**src/rtl/spq_pkg.sv**
```systemverilog
package spq_pkg;

    localparam int BYTE_W = 8;
    localparam logic [BYTE_W-1:0] SYNC_HI = 8'hDE;
    localparam logic [BYTE_W-1:0] SYNC_LO = 8'hAD;

    typedef struct packed {
        logic [BYTE_W-1:0] cmd;
        logic [BYTE_W-1:0] param;
    } spq_entry_t;

    typedef enum logic [0:0] {
        SH_OFF,
        SH_RUN
    } sh_state_t;

    typedef enum logic [2:0] {
        PK_HEAD0,
        PK_HEAD1,
        PK_CMD,
        PK_PARAM,
        PK_CSUM,
        PK_TAIL
    } pk_state_t;

endpackage

```
**src/rtl/spq_sync.sv**
```systemverilog
module spq_sync #(
    parameter int WIDTH = 3,
    parameter int STAGES = 2,
    parameter logic [WIDTH-1:0] INIT = '0
) (
    input  logic             clk,
    input  logic             rst_n,
    input  logic [WIDTH-1:0] d,
    output logic [WIDTH-1:0] q
);
    logic [STAGES-1:0][WIDTH-1:0] stg;

    always_ff @(posedge clk or negedge rst_n) begin
        if (!rst_n) begin
            stg <= {STAGES{INIT}};
        end else begin
            for (int i = STAGES - 1; i > 0; i--) begin
                stg[i] <= stg[i-1];
            end
            stg[0] <= d;
        end
    end

    assign q = stg[STAGES-1];
endmodule

```
**src/rtl/spq_queue.sv**
```systemverilog
module spq_queue
    import spq_pkg::*;
#(
    parameter int DEPTH = 4
) (
    input  logic       clk,
    input  logic       rst_n,
    input  logic       push,
    input  spq_entry_t push_data,
    input  logic       pop,
    input  logic       ovf_clr,
    output spq_entry_t head,
    output logic       empty,
    output logic       multi,
    output logic       overflow
);
    localparam int PW = (DEPTH > 1) ? $clog2(DEPTH) : 1;
    localparam int CW = PW + 1;
    localparam logic [CW-1:0] FULL_CNT = CW'(DEPTH);
    localparam logic [PW-1:0] LAST_IDX = PW'(DEPTH - 1);

    spq_entry_t mem [DEPTH];
    logic [PW-1:0] wptr, rptr;
    logic [CW-1:0] count;
    logic full, push_ok, pop_ok;

    assign full    = (count == FULL_CNT);
    assign empty   = (count == '0);
    assign multi   = (count > CW'(1));
    assign push_ok = push && !full;
    assign pop_ok  = pop && !empty;
    assign head    = mem[rptr];

    always_ff @(posedge clk) begin
        if (push_ok) begin
            mem[wptr] <= push_data;
        end
    end

    always_ff @(posedge clk or negedge rst_n) begin
        if (!rst_n) begin
            wptr  <= '0;
            rptr  <= '0;
            count <= '0;
        end else begin
            if (push_ok) begin
                wptr <= (wptr == LAST_IDX) ? '0 : wptr + PW'(1);
            end
            if (pop_ok) begin
                rptr <= (rptr == LAST_IDX) ? '0 : rptr + PW'(1);
            end
            unique case ({push_ok, pop_ok})
                2'b10:   count <= count + CW'(1);
                2'b01:   count <= count - CW'(1);
                default: count <= count;
            endcase
        end
    end

    always_ff @(posedge clk or negedge rst_n) begin
        if (!rst_n) begin
            overflow <= 1'b0;
        end else if (ovf_clr) begin
            overflow <= 1'b0;
        end else if (push && full) begin
            overflow <= 1'b1;
        end
    end
endmodule

```
**src/rtl/spq_shifter.sv**
```systemverilog
module spq_shifter
    import spq_pkg::*;
#(
    parameter int BITS = 8
) (
    input  logic            clk,
    input  logic            rst_n,
    input  logic            sclk_s,
    input  logic            cs_n_s,
    input  logic            mosi_s,
    input  logic [BITS-1:0] tx_byte,
    output logic            load_req,
    output logic            deselect,
    output logic            miso,
    output logic            miso_en,
    output logic [BITS-1:0] rx_data,
    output logic            rx_valid,
    output logic            tx_ready
);
    localparam int BCW = (BITS > 1) ? $clog2(BITS) : 1;
    localparam logic [BCW-1:0] LAST_BIT = BCW'(BITS - 1);

    sh_state_t st, st_nxt;
    logic sclk_q;
    logic sclk_rise, sclk_fall, byte_done;
    logic [BCW-1:0] bitcnt;
    logic [BITS-1:0] tx_sh, rx_sh;

    assign sclk_rise = sclk_s && !sclk_q;
    assign sclk_fall = !sclk_s && sclk_q;

    always_comb begin
        st_nxt = st;
        unique case (st)
            SH_OFF: if (!cs_n_s) st_nxt = SH_RUN;
            SH_RUN: if (cs_n_s)  st_nxt = SH_OFF;
        endcase
    end

    always_ff @(posedge clk or negedge rst_n) begin
        if (!rst_n) begin
            st     <= SH_OFF;
            sclk_q <= 1'b0;
        end else begin
            st     <= st_nxt;
            sclk_q <= sclk_s;
        end
    end

    assign byte_done = (st == SH_RUN) && !cs_n_s && sclk_rise && (bitcnt == LAST_BIT);
    assign load_req  = ((st == SH_OFF) && !cs_n_s) || byte_done;
    assign deselect  = (st == SH_RUN) && cs_n_s;

    always_ff @(posedge clk or negedge rst_n) begin
        if (!rst_n) begin
            bitcnt   <= '0;
            tx_sh    <= '0;
            rx_sh    <= '0;
            rx_data  <= '0;
            rx_valid <= 1'b0;
            tx_ready <= 1'b0;
        end else begin
            rx_valid <= byte_done;
            tx_ready <= load_req;
            if (st == SH_OFF) begin
                bitcnt <= '0;
            end else if (!cs_n_s && sclk_rise) begin
                bitcnt <= (bitcnt == LAST_BIT) ? '0 : bitcnt + BCW'(1);
                rx_sh  <= {rx_sh[BITS-2:0], mosi_s};
            end
            if (byte_done) begin
                rx_data <= {rx_sh[BITS-2:0], mosi_s};
            end
            if (load_req) begin
                tx_sh <= tx_byte;
            end else if ((st == SH_RUN) && !cs_n_s && sclk_fall && (bitcnt != '0)) begin
                tx_sh <= {tx_sh[BITS-2:0], 1'b0};
            end
        end
    end

    assign miso    = tx_sh[BITS-1];
    assign miso_en = (st == SH_RUN);
endmodule

```
**src/rtl/spq_packer.sv**
```systemverilog
module spq_packer
    import spq_pkg::*;
#(
    parameter logic [BYTE_W-1:0] FILL = 8'hFF
) (
    input  logic              clk,
    input  logic              rst_n,
    input  logic              load_req,
    input  logic              deselect,
    input  logic              empty,
    input  logic              multi,
    input  spq_entry_t        head,
    output logic [BYTE_W-1:0] tx_byte,
    output logic              pop
);
    pk_state_t st, st_nxt;

    always_ff @(posedge clk or negedge rst_n) begin
        if (!rst_n) begin
            st <= PK_HEAD0;
        end else begin
            st <= st_nxt;
        end
    end

    always_comb begin
        st_nxt  = st;
        tx_byte = FILL;
        pop     = 1'b0;
        if (load_req) begin
            unique case (st)
                PK_HEAD0: begin
                    if (!empty) begin
                        tx_byte = SYNC_HI;
                        st_nxt  = PK_HEAD1;
                    end
                end
                PK_HEAD1: begin
                    tx_byte = SYNC_LO;
                    st_nxt  = PK_CMD;
                end
                PK_CMD: begin
                    tx_byte = head.cmd;
                    st_nxt  = PK_PARAM;
                end
                PK_PARAM: begin
                    tx_byte = head.param;
                    st_nxt  = PK_CSUM;
                end
                PK_CSUM: begin
                    tx_byte = head.cmd ^ head.param;
                    st_nxt  = PK_TAIL;
                end
                PK_TAIL: begin
                    pop = 1'b1;
                    if (multi) begin
                        tx_byte = SYNC_HI;
                        st_nxt  = PK_HEAD1;
                    end else begin
                        st_nxt  = PK_HEAD0;
                    end
                end
            endcase
        end else if (deselect) begin
            st_nxt = PK_HEAD0;
        end
    end
endmodule

```
**src/rtl/spi_pkt_slave.sv**
```systemverilog
module spi_pkt_slave
    import spq_pkg::*;
#(
    parameter int QDEPTH = 4,
    parameter int SYNC_STAGES = 2,
    parameter logic [7:0] IDLE_BYTE = 8'hFF
) (
    input  logic       clk,
    input  logic       rst_n,
    input  logic       evt_valid,
    input  logic [7:0] evt_cmd,
    input  logic [7:0] evt_param,
    input  logic       ovf_clr,
    input  logic       spi_sclk,
    input  logic       spi_cs_n,
    input  logic       spi_mosi,
    output logic       spi_miso,
    output logic       spi_miso_en,
    output logic [7:0] rx_data,
    output logic       rx_valid,
    output logic       tx_ready,
    output logic       data_avail,
    output logic       overflow
);
    logic [2:0] pins_s;
    logic sclk_s, cs_n_s, mosi_s;
    logic load_req, deselect, pop, empty, multi, miso_raw;
    logic [BYTE_W-1:0] tx_byte;
    spq_entry_t head, push_data;

    spq_sync #(.WIDTH(3), .STAGES(SYNC_STAGES), .INIT(3'b010)) u_sync (
        .clk(clk), .rst_n(rst_n),
        .d({spi_sclk, spi_cs_n, spi_mosi}),
        .q(pins_s)
    );
    assign {sclk_s, cs_n_s, mosi_s} = pins_s;

    assign push_data.cmd   = evt_cmd;
    assign push_data.param = evt_param;

    spq_queue #(.DEPTH(QDEPTH)) u_queue (
        .clk(clk), .rst_n(rst_n),
        .push(evt_valid), .push_data(push_data),
        .pop(pop), .ovf_clr(ovf_clr),
        .head(head), .empty(empty), .multi(multi), .overflow(overflow)
    );

    spq_packer #(.FILL(IDLE_BYTE)) u_packer (
        .clk(clk), .rst_n(rst_n),
        .load_req(load_req), .deselect(deselect),
        .empty(empty), .multi(multi), .head(head),
        .tx_byte(tx_byte), .pop(pop)
    );

    spq_shifter #(.BITS(BYTE_W)) u_shifter (
        .clk(clk), .rst_n(rst_n),
        .sclk_s(sclk_s), .cs_n_s(cs_n_s), .mosi_s(mosi_s),
        .tx_byte(tx_byte),
        .load_req(load_req), .deselect(deselect),
        .miso(miso_raw), .miso_en(spi_miso_en),
        .rx_data(rx_data), .rx_valid(rx_valid), .tx_ready(tx_ready)
    );

    assign spi_miso   = spi_miso_en & miso_raw;
    assign data_avail = !empty;
endmodule

```
**config.mk**
```make
export PLATFORM = sky130hd
export DESIGN_NAME = spi_pkt_slave
export DESIGN_NICKNAME = d
export VERILOG_FILES = /design/src/rtl/spq_pkg.sv /design/src/rtl/spq_sync.sv /design/src/rtl/spq_queue.sv /design/src/rtl/spq_shifter.sv /design/src/rtl/spq_packer.sv /design/src/rtl/spi_pkt_slave.sv
export SDC_FILE = /design/constraint.sdc
export NUM_CORES = 1
export LEC_CHECK = 0
export BUFFER_PORTS_ARGS = -buffer_cell sky130_fd_sc_hd__buf_2
export CAP_MARGIN = 20
export CELL_PAD_IN_SITES_DETAIL_PLACEMENT = 0
export CELL_PAD_IN_SITES_GLOBAL_PLACEMENT = 1
export CORE_UTILIZATION = 46
export CTS_CLUSTER_SIZE = 8
export DETAILED_ROUTE_END_ITERATION = 8
export HOLD_SLACK_MARGIN = 0.06
export PLACE_DENSITY = 0.84
export SLEW_MARGIN = 0
export SYNTH_ARGS = -nofsm -noshare
export SYNTH_HDL_FRONTEND = slang
export SYNTH_HIERARCHICAL = 1
export SYNTH_SLANG_ARGS = --single-unit
```
**constraint.sdc**
```tcl
create_clock -name clk -period 2.76 [get_ports clk]
set_input_delay 0.552 -clock clk [delete_from_list [all_inputs] [get_ports clk]]
set_output_delay 0.552 -clock clk [all_outputs]
set_load 0.01 [all_outputs]
```
==> results of run 1 <==
## flip-flops by register name, indices dropped and copies added (netlist names)
signal and flops:
u_queue/mem 64, u_shifter/rx_data 8, u_shifter/tx_sh 8, u_shifter/rx_sh 7
u_packer/st 3, u_queue/count 3, u_shifter/bitcnt 3, u_sync/q 3
u_sync/stg 3, u_queue/rptr 2, u_queue/wptr 2, u_queue/overflow 1
u_shifter/miso_en 1, u_shifter/rx_valid 1, u_shifter/sclk_q 1, u_shifter/tx_ready 1
## routing by layer
metal / part of all wire, % / routed length, um
met5: 0 / 0
met4: 1.4 / 106
met3: 2.4 / 189
met2: 50 / 3940
met1: 46 / 3600
## critical path: cells and delay by family (launching register included)
| family | cells | cell delay (ns) |
|---|---|---|
| fa+ha+maj | 3 | 0.79 |
| buf+inv | 2 | 0.16 |
| flops | 1 | 0.42 |
| xor+xnor | 1 | 0.15 |
| compound gates | 1 | 0.31 |
| simple gates | 4 | 0.61 |
## layout by cell type (no fill, tap or decap), types with 2 or more instances in the layout
cell type	Yosys	final
edfxtp_1	64	64
dfrtp_1	45	45
buf_2	6	36
inv_1	17	17
o21ai_0	15	15
ha_1	13	13
mux2_2	12	12
buf_4	3	10
nor2_1	10	10
clkbuf_8	0	9
nor2b_1	9	9
nand2_1	9	9
nand3_1	8	8
mux4_2	8	8
mux4_1	8	8
mux2_4	8	8
xor2_1	7	7
mux2i_1	7	7
a211oi_1	7	7
and2_1	6	6
a31oi_1	5	5
nand2b_1	4	4
xnor2_1	4	4
a2bb2oi_1	3	3
o22ai_1	3	3
and3_1	3	3
a311o_1	3	3
clkinv_4	0	2
inv_8	0	2
o22a_1	2	2
nand4_1	2	2
nor3b_1	2	2
o31ai_1	2	2
dfstp_2	2	2
## logic make-up (layout without fill, tap and decap cells)
| family | count (synthesis) | after routing | synth area share (%) |
|---|---|---|---|
| adders and majority gates | 13 | 13 | 3.27 |
| DFF | 111 | 111 | 62.3 |
| xor gates and xnor gates | 11 | 11 | 1.94 |
| buffers and inverters | 36 | 79 | 4.35 |
| and+or+nand+nor | 61 | 61 | 7.55 |
| muxes | 43 | 43 | 14.4 |
| AOI/OAI and AO/OA | 45 | 45 | 6.16 |
## how the worst max path moves through the flow
stage,slack (ns),end
2_1_floorplan,0.18,u_queue/count[2]$_DFFE_PN0P_
3_3_place_gp,0.33,u_queue/count[2]$_DFFE_PN0P_
3_5_place_dp,0.28,u_queue/count[2]$_DFFE_PN0P_
4_1_cts,0.26,u_queue/count[2]$_DFFE_PN0P_
5_1_grt,0.08,u_queue/count[2]$_DFFE_PN0P_
6_report,0.26,u_queue/count[2]$_DFFE_PN0P_
## stage by stage
step / instance area, um2 / power (uW) / setup slack (ns) / hold slack (ns)
after floorplan: 4970 / 2970 / 0.175 / 0.256
after global placement: 5250 / 3180 / 0.326 / 0.337
after detailed placement: 5250 / 3220 / 0.283 / 0.336
after CTS: 5440 / 4160 / 0.263 / 0.140
after global routing: 5440 / 4350 / 0.0794 / 0.161
final: 5440 / 4110 / 0.261 / 0.136
## power by group through the flow
| stage | Clock, uW | Sequential (uW) | Combinational, uW |
|---|---|---|---|
| 2_1_floorplan | 0 | 2190 | 776 |
| 3_3_place_gp | 0 | 2270 | 912 |
| 3_5_place_dp | 0 | 2280 | 933 |
| 4_1_cts | 978 | 2250 | 938 |
| 5_1_grt | 1050 | 2290 | 1020 |
| 6_report | 947 | 2240 | 918 |
## cell type report
type,count,area [um2],area share [%]
Timing Repair Buffer,46,255,4.69
Clock buffer,9,124,2.28
Multi-Input combinational cell,173,1660,30.5
Clock inverter,7,70.1,1.29
Inverter,17,63.8,1.17
Tap cell,136,170,3.13
Sequential cell,111,3100,57.0
==> results.ini, run 1 <==
[synth]
syn-num-nets=356
ys.warnings.count=6
synth_area_mm2=0.00497
synthCells=320
synth_edf_count=64
synth_ff_type=edfxtp_1
synth.avg_cell_area_um2=15.5
synth_top_area_share_pct=38.6
synth_top_area_cell=edfxtp_1
synth.most_common_cell=edfxtp_1
ys_top_cells_by_area=edfxtp_1 39%, dfrtp_1 23%, mux4_1 4.2%
synth-async-reset-ratio_pct=42.3
synth_seq_area_share_pct=62.3
synth-seq-cells=111
synthTopCellsByCount=64 x edfxtp_1, 45 x dfrtp_1, 17 x inv_1
synth_cell_type_count=47

[setup_path]
cp_max_fo=9
r2r_slack_ns=0.26
worstReg2RegEnd=u_queue/count[2]$_DFFE_PN0P_
cp_data_required_time_ns=3.07
crit_top_cell=ha_1
crit_start=u_shifter/bitcnt[0]$_DFFE_PN0P_
end_kind=flop
timing.rr.start=u_shifter/bitcnt[0]$_DFFE_PN0P_
worstPathArrival_ns=2.80
reg2reg_depth=11
crit_type=flop to flop
slowest_stage=dfrtp_1
crit_chain=ha_1, ha_1, nand3b_4, a21o_1, inv_1, and4_1, nand2b_1, inv_1, ha_1, nor2_1, xor2_1
cpPeakStageDelay_ns=0.42
start_kind=flop

[hold_path]
hold_path_class=input port to asynchronous set/reset pin

[power]
p_int_uw=2870
vdd_ir_drop_max_uv=425
sequentialPowerShare_pct=54.6
p_switching_uw=1240
powerDensity_mw_per_mm2=755
pwr-share-comb_pct=22.4
switching_share_pct=30.2
p_leak_uw=0.00217
p_clk_share_pct=23.0

[cells_and_area]
final_core_util_pct=52.2
area_delta_synth_final_pct=9.38
nNetsFinal=394
fillers=876
diodes=0
stdcell_count=499
drive_gt1_share_pct=26.4

[global_routing]
antenna_found_initial=0
busiest_layer=met2
grt_overflow=0
use_met3_pct=3.31
gr-usage-met1_pct=19.9
grt_pass1_wl_um=13400
met2_usage_pct=26.3
grt_max_degree=26
grt_pass1_vias=2691
grtUsageTotal_pct=15.5

[route]
wl_per_cell_um=15.7
wirelength_um=7840
dr.pass1.iters=4
viasPerCell=5.29
drtAntennaViolNets=0
vias=2641
drt_iter0_drc=80
drc=0

[clock_network]
cts_setup_buffers=0
clk_path_buf_depth=2
clock-root-buffer=clkbuf_8
insertion_delay_ns=0.38
post_cts_resized=0
numCtsBuffers=9
cts_hold_buf=0
clkSlewWorstSetupHoldPaths_ns=0.11
cts_sinks=111
h-tree-depth=3
cts_tree=done

[floorplan]
pin_count=37
die_w_um=106
dieHeight_um=106
placement_rows=37
core_area_mm2=0.0104
die_area_mm2=0.0112
floorplan.initialDensity_pct=47.7

[run]
maxCapViolCount=0

[timing]
max-slew-margin-rel_pct=59.1
setup_viol=0
worstMarginPinSlew_ns=0.614
fin_crit_ns=2.50
rsz0062_at_grt=no
slew_violations=0
finalCritPeriodShare_pct=90.5
skew_ns=0.0176
fin_tns_setup_ns=0
finalHoldViolations=0
clock.fmax_mhz=400

[placed_design]
placed_cells=483
portBuffers=36
gp_congestion=0.786
hpwl_um=5350

[outcome]
status=finished, final reports clean

Note: power is estimated with default switching activity, not from simulation.
==> run 2, diff against run 1 <==
--- a/config.mk
+++ b/config.mk
@@ -14,6 +14,7 @@
 export DETAILED_ROUTE_END_ITERATION = 8
 export HOLD_SLACK_MARGIN = 0.06
 export PLACE_DENSITY = 0.84
+export RECOVER_POWER = 50
 export SLEW_MARGIN = 0
 export SYNTH_ARGS = -nofsm -noshare
 export SYNTH_HDL_FRONTEND = slang
==> run 2 against run 1 <==
Effect of this change: sequential cell count unchanged; first-iteration DRC count fell by 3.8%; clock-buffer cell count stayed put; maximum frequency grew 0.21%; clock power barely moved; via count is 0.38% higher; critical path depth stayed put; non-clock buffer count unchanged; critical endpoint unchanged; largest power group unchanged.
==> results.ini, run 2 (synthesis gave the netlist of run 1 again) <==
[outcome]
status=finished, final reports clean

[hold_path]
hold_path_class=input port to flop
hold_depth=1
hp-start=spi_cs_n

[clock_network]
clk_path_buf_depth=2  ; unchanged
insertion_delay_ns=0.38  ; about the same
clock-root-buffer=clkbuf_8
cts_tree=done
cts_setup_buffers=0  ; unchanged
cts_hold_buf=0  ; unchanged
post_cts_resized=0  ; unchanged
h-tree-depth=3  ; unchanged
numCtsBuffers=9  ; unchanged
clkSlewWorstSetupHoldPaths_ns=0.11  ; about the same
cts_sinks=111  ; unchanged

[power]
powerDensity_mw_per_mm2=758  ; +0.34%
vdd_ir_drop_max_uv=426  ; about the same
p_leak_uw=0.00212  ; -2.3%

[timing]
fin_crit_ns=2.49  ; -0.00528 ns
worstMarginPinSlew_ns=1.26  ; +0.643 ns
slew_violations=0  ; unchanged
worst_slack_ns=0.266  ; +0.00528 ns
rsz0062_at_grt=no
max-slew-margin-rel_pct=16.2  ; -43 points
skew_ns=0.0181  ; +0.000448 ns
setup_viol=0  ; unchanged
finalHoldViolations=0  ; unchanged
finalCritPeriodShare_pct=90.4  ; -0.19 points
clock.fmax_mhz=401  ; +0.21%
fin_tns_setup_ns=0  ; unchanged

[setup_path]
cp_max_fo=9  ; unchanged
timing.rr.start=u_shifter/bitcnt[0]$_DFFE_PN0P_
start_kind=flop
critical_path.top_delay_family=adder cells
crit_start=u_shifter/bitcnt[0]$_DFFE_PN0P_
path_buf_inv=2  ; unchanged
crit_chain=ha_1, ha_1, nand3b_4, a21o_1, inv_1, and4_1, nand2b_1, inv_1, ha_1, nor2_1, xor2_1
crit_type=flop to flop
end_kind=flop
slowest_stage=dfrtp_1
crit_cells=11  ; unchanged
cp_data_required_time_ns=3.07  ; about the same
cpPeakStageDelay_ns=0.42  ; about the same
crit_top_cell=ha_1
worstPathArrival_ns=2.80  ; about the same
reg2reg_depth=11  ; unchanged

[global_routing]
grt_max_degree=26  ; unchanged
antenna_found_initial=0  ; unchanged
grtUsageTotal_pct=15.5  ; unchanged
grt_pass1_vias=2691  ; unchanged
grt_overflow=0  ; unchanged
grt_pass1_wl_um=13400  ; unchanged

[floorplan]
dieHeight_um=106  ; unchanged
floorplan.initialDensity_pct=47.7  ; unchanged
pin_count=37  ; unchanged
core_area_mm2=0.0104  ; unchanged
die_area_mm2=0.0112  ; unchanged
placement_rows=37  ; unchanged
die_w_um=106  ; unchanged

[cells_and_area]
top_regs=u_queue/mem (64), u_shifter/rx_data (8), u_shifter/tx_sh (8)
nNetsFinal=394  ; unchanged
final_cell_mix=64 x edfxtp_1, 45 x dfrtp_1, 18 x clkbuf_1, 18 x buf_2, 17 x inv_1
diodes=0  ; unchanged
regMostFlops=u_queue/mem
largest_reg_flops=64  ; unchanged
mostFrequentLayoutCell=edfxtp_1
drive_gt1_share_pct=21.2  ; -5.2 points
area_delta_synth_final_pct=8.88

[route]
highest_layer=met4
wl_met1_um=3600  ; -0.25%
wl_met3_um=198  ; +4.8%
drc=0  ; unchanged
wirelength_um=7850  ; about the same
vias=2651  ; +0.38%
drtAntennaViolNets=0  ; unchanged
dr.pass1.iters=5  ; +1
dr_wl_met2_um=3950  ; +0.15%
wl_per_cell_um=15.7  ; about the same
viasPerCell=5.31  ; +0.38%
drt_iter0_drc=77  ; -3.8%

[placed_design]
gp_congestion=0.786  ; unchanged
post-place-ws_ns=0.283  ; unchanged
portBuffers=36  ; unchanged
hpwl_um=5350  ; unchanged

[run]
maxCapViolCount=0  ; unchanged

[run 2: cell count changes in the layout (fill, tap and decap cells not counted), sizes merged]
| cell | delta |
|---|---|
| buf | -19 |
| clkbuf | +19 |
[run 2: through the flow]
stage / cells / util [%] / hold slack [ns] / total power, uW / instance area [um2]
final: 499 / 52.0 / 0.269 / 4100 / 5420
after global routing: 499 / 52.0 / 0.241 / 4350 / 5420
after CTS: 499 / 52.2 / 0.140 / 4160 / 5440
after detailed placement: 483 / 50.4 / 0.336 / 3220 / 5250
after global placement: 483 / 50.4 / 0.337 / 3180 / 5250
after floorplan: 320 / - / 0.256 / 2970 / 4970
[run 2: report_power, final]
part / internal, uW / switching (uW)
Clock: 354 / 593
Combinational: 446 / 469
Sequential: 2060 / 177
Total: 2860 / 1240
[run 2: layout make-up]
type                            instances  area, um2
Fill cell                             891       5000
Sequential cell                       111       3100
Multi-Input combinational cell        173       1660
Timing Repair Buffer                   46        230
Tap cell                              136        170
Clock buffer                            9        124
Clock inverter                          7       70.1
Inverter                               17       63.8
[run 2: routing by layer]
layer	global-route usage [%]	up-vias
li1	-	1275
met1	19.9	1319
met2	26.3	48
met3	3.31	9
met4	5.06	0
met5	0	-
[run 2: final timing paths]
check,end,slack (ns)
max,u_queue/count[2]$_DFFE_PN0P_,0.27
min,u_sync/stg[1]$_DFF_PN1_,0.27
max reg2reg,u_queue/count[2]$_DFFE_PN0P_,0.27
min reg2reg,u_sync/q[0]$_DFF_PN0_,0.36
max in group asynchronous,u_shifter/miso_en$_DFF_PN0_,1.08
min in group asynchronous,u_shifter/rx_data[2]$_DFFE_PN0P_,0.41
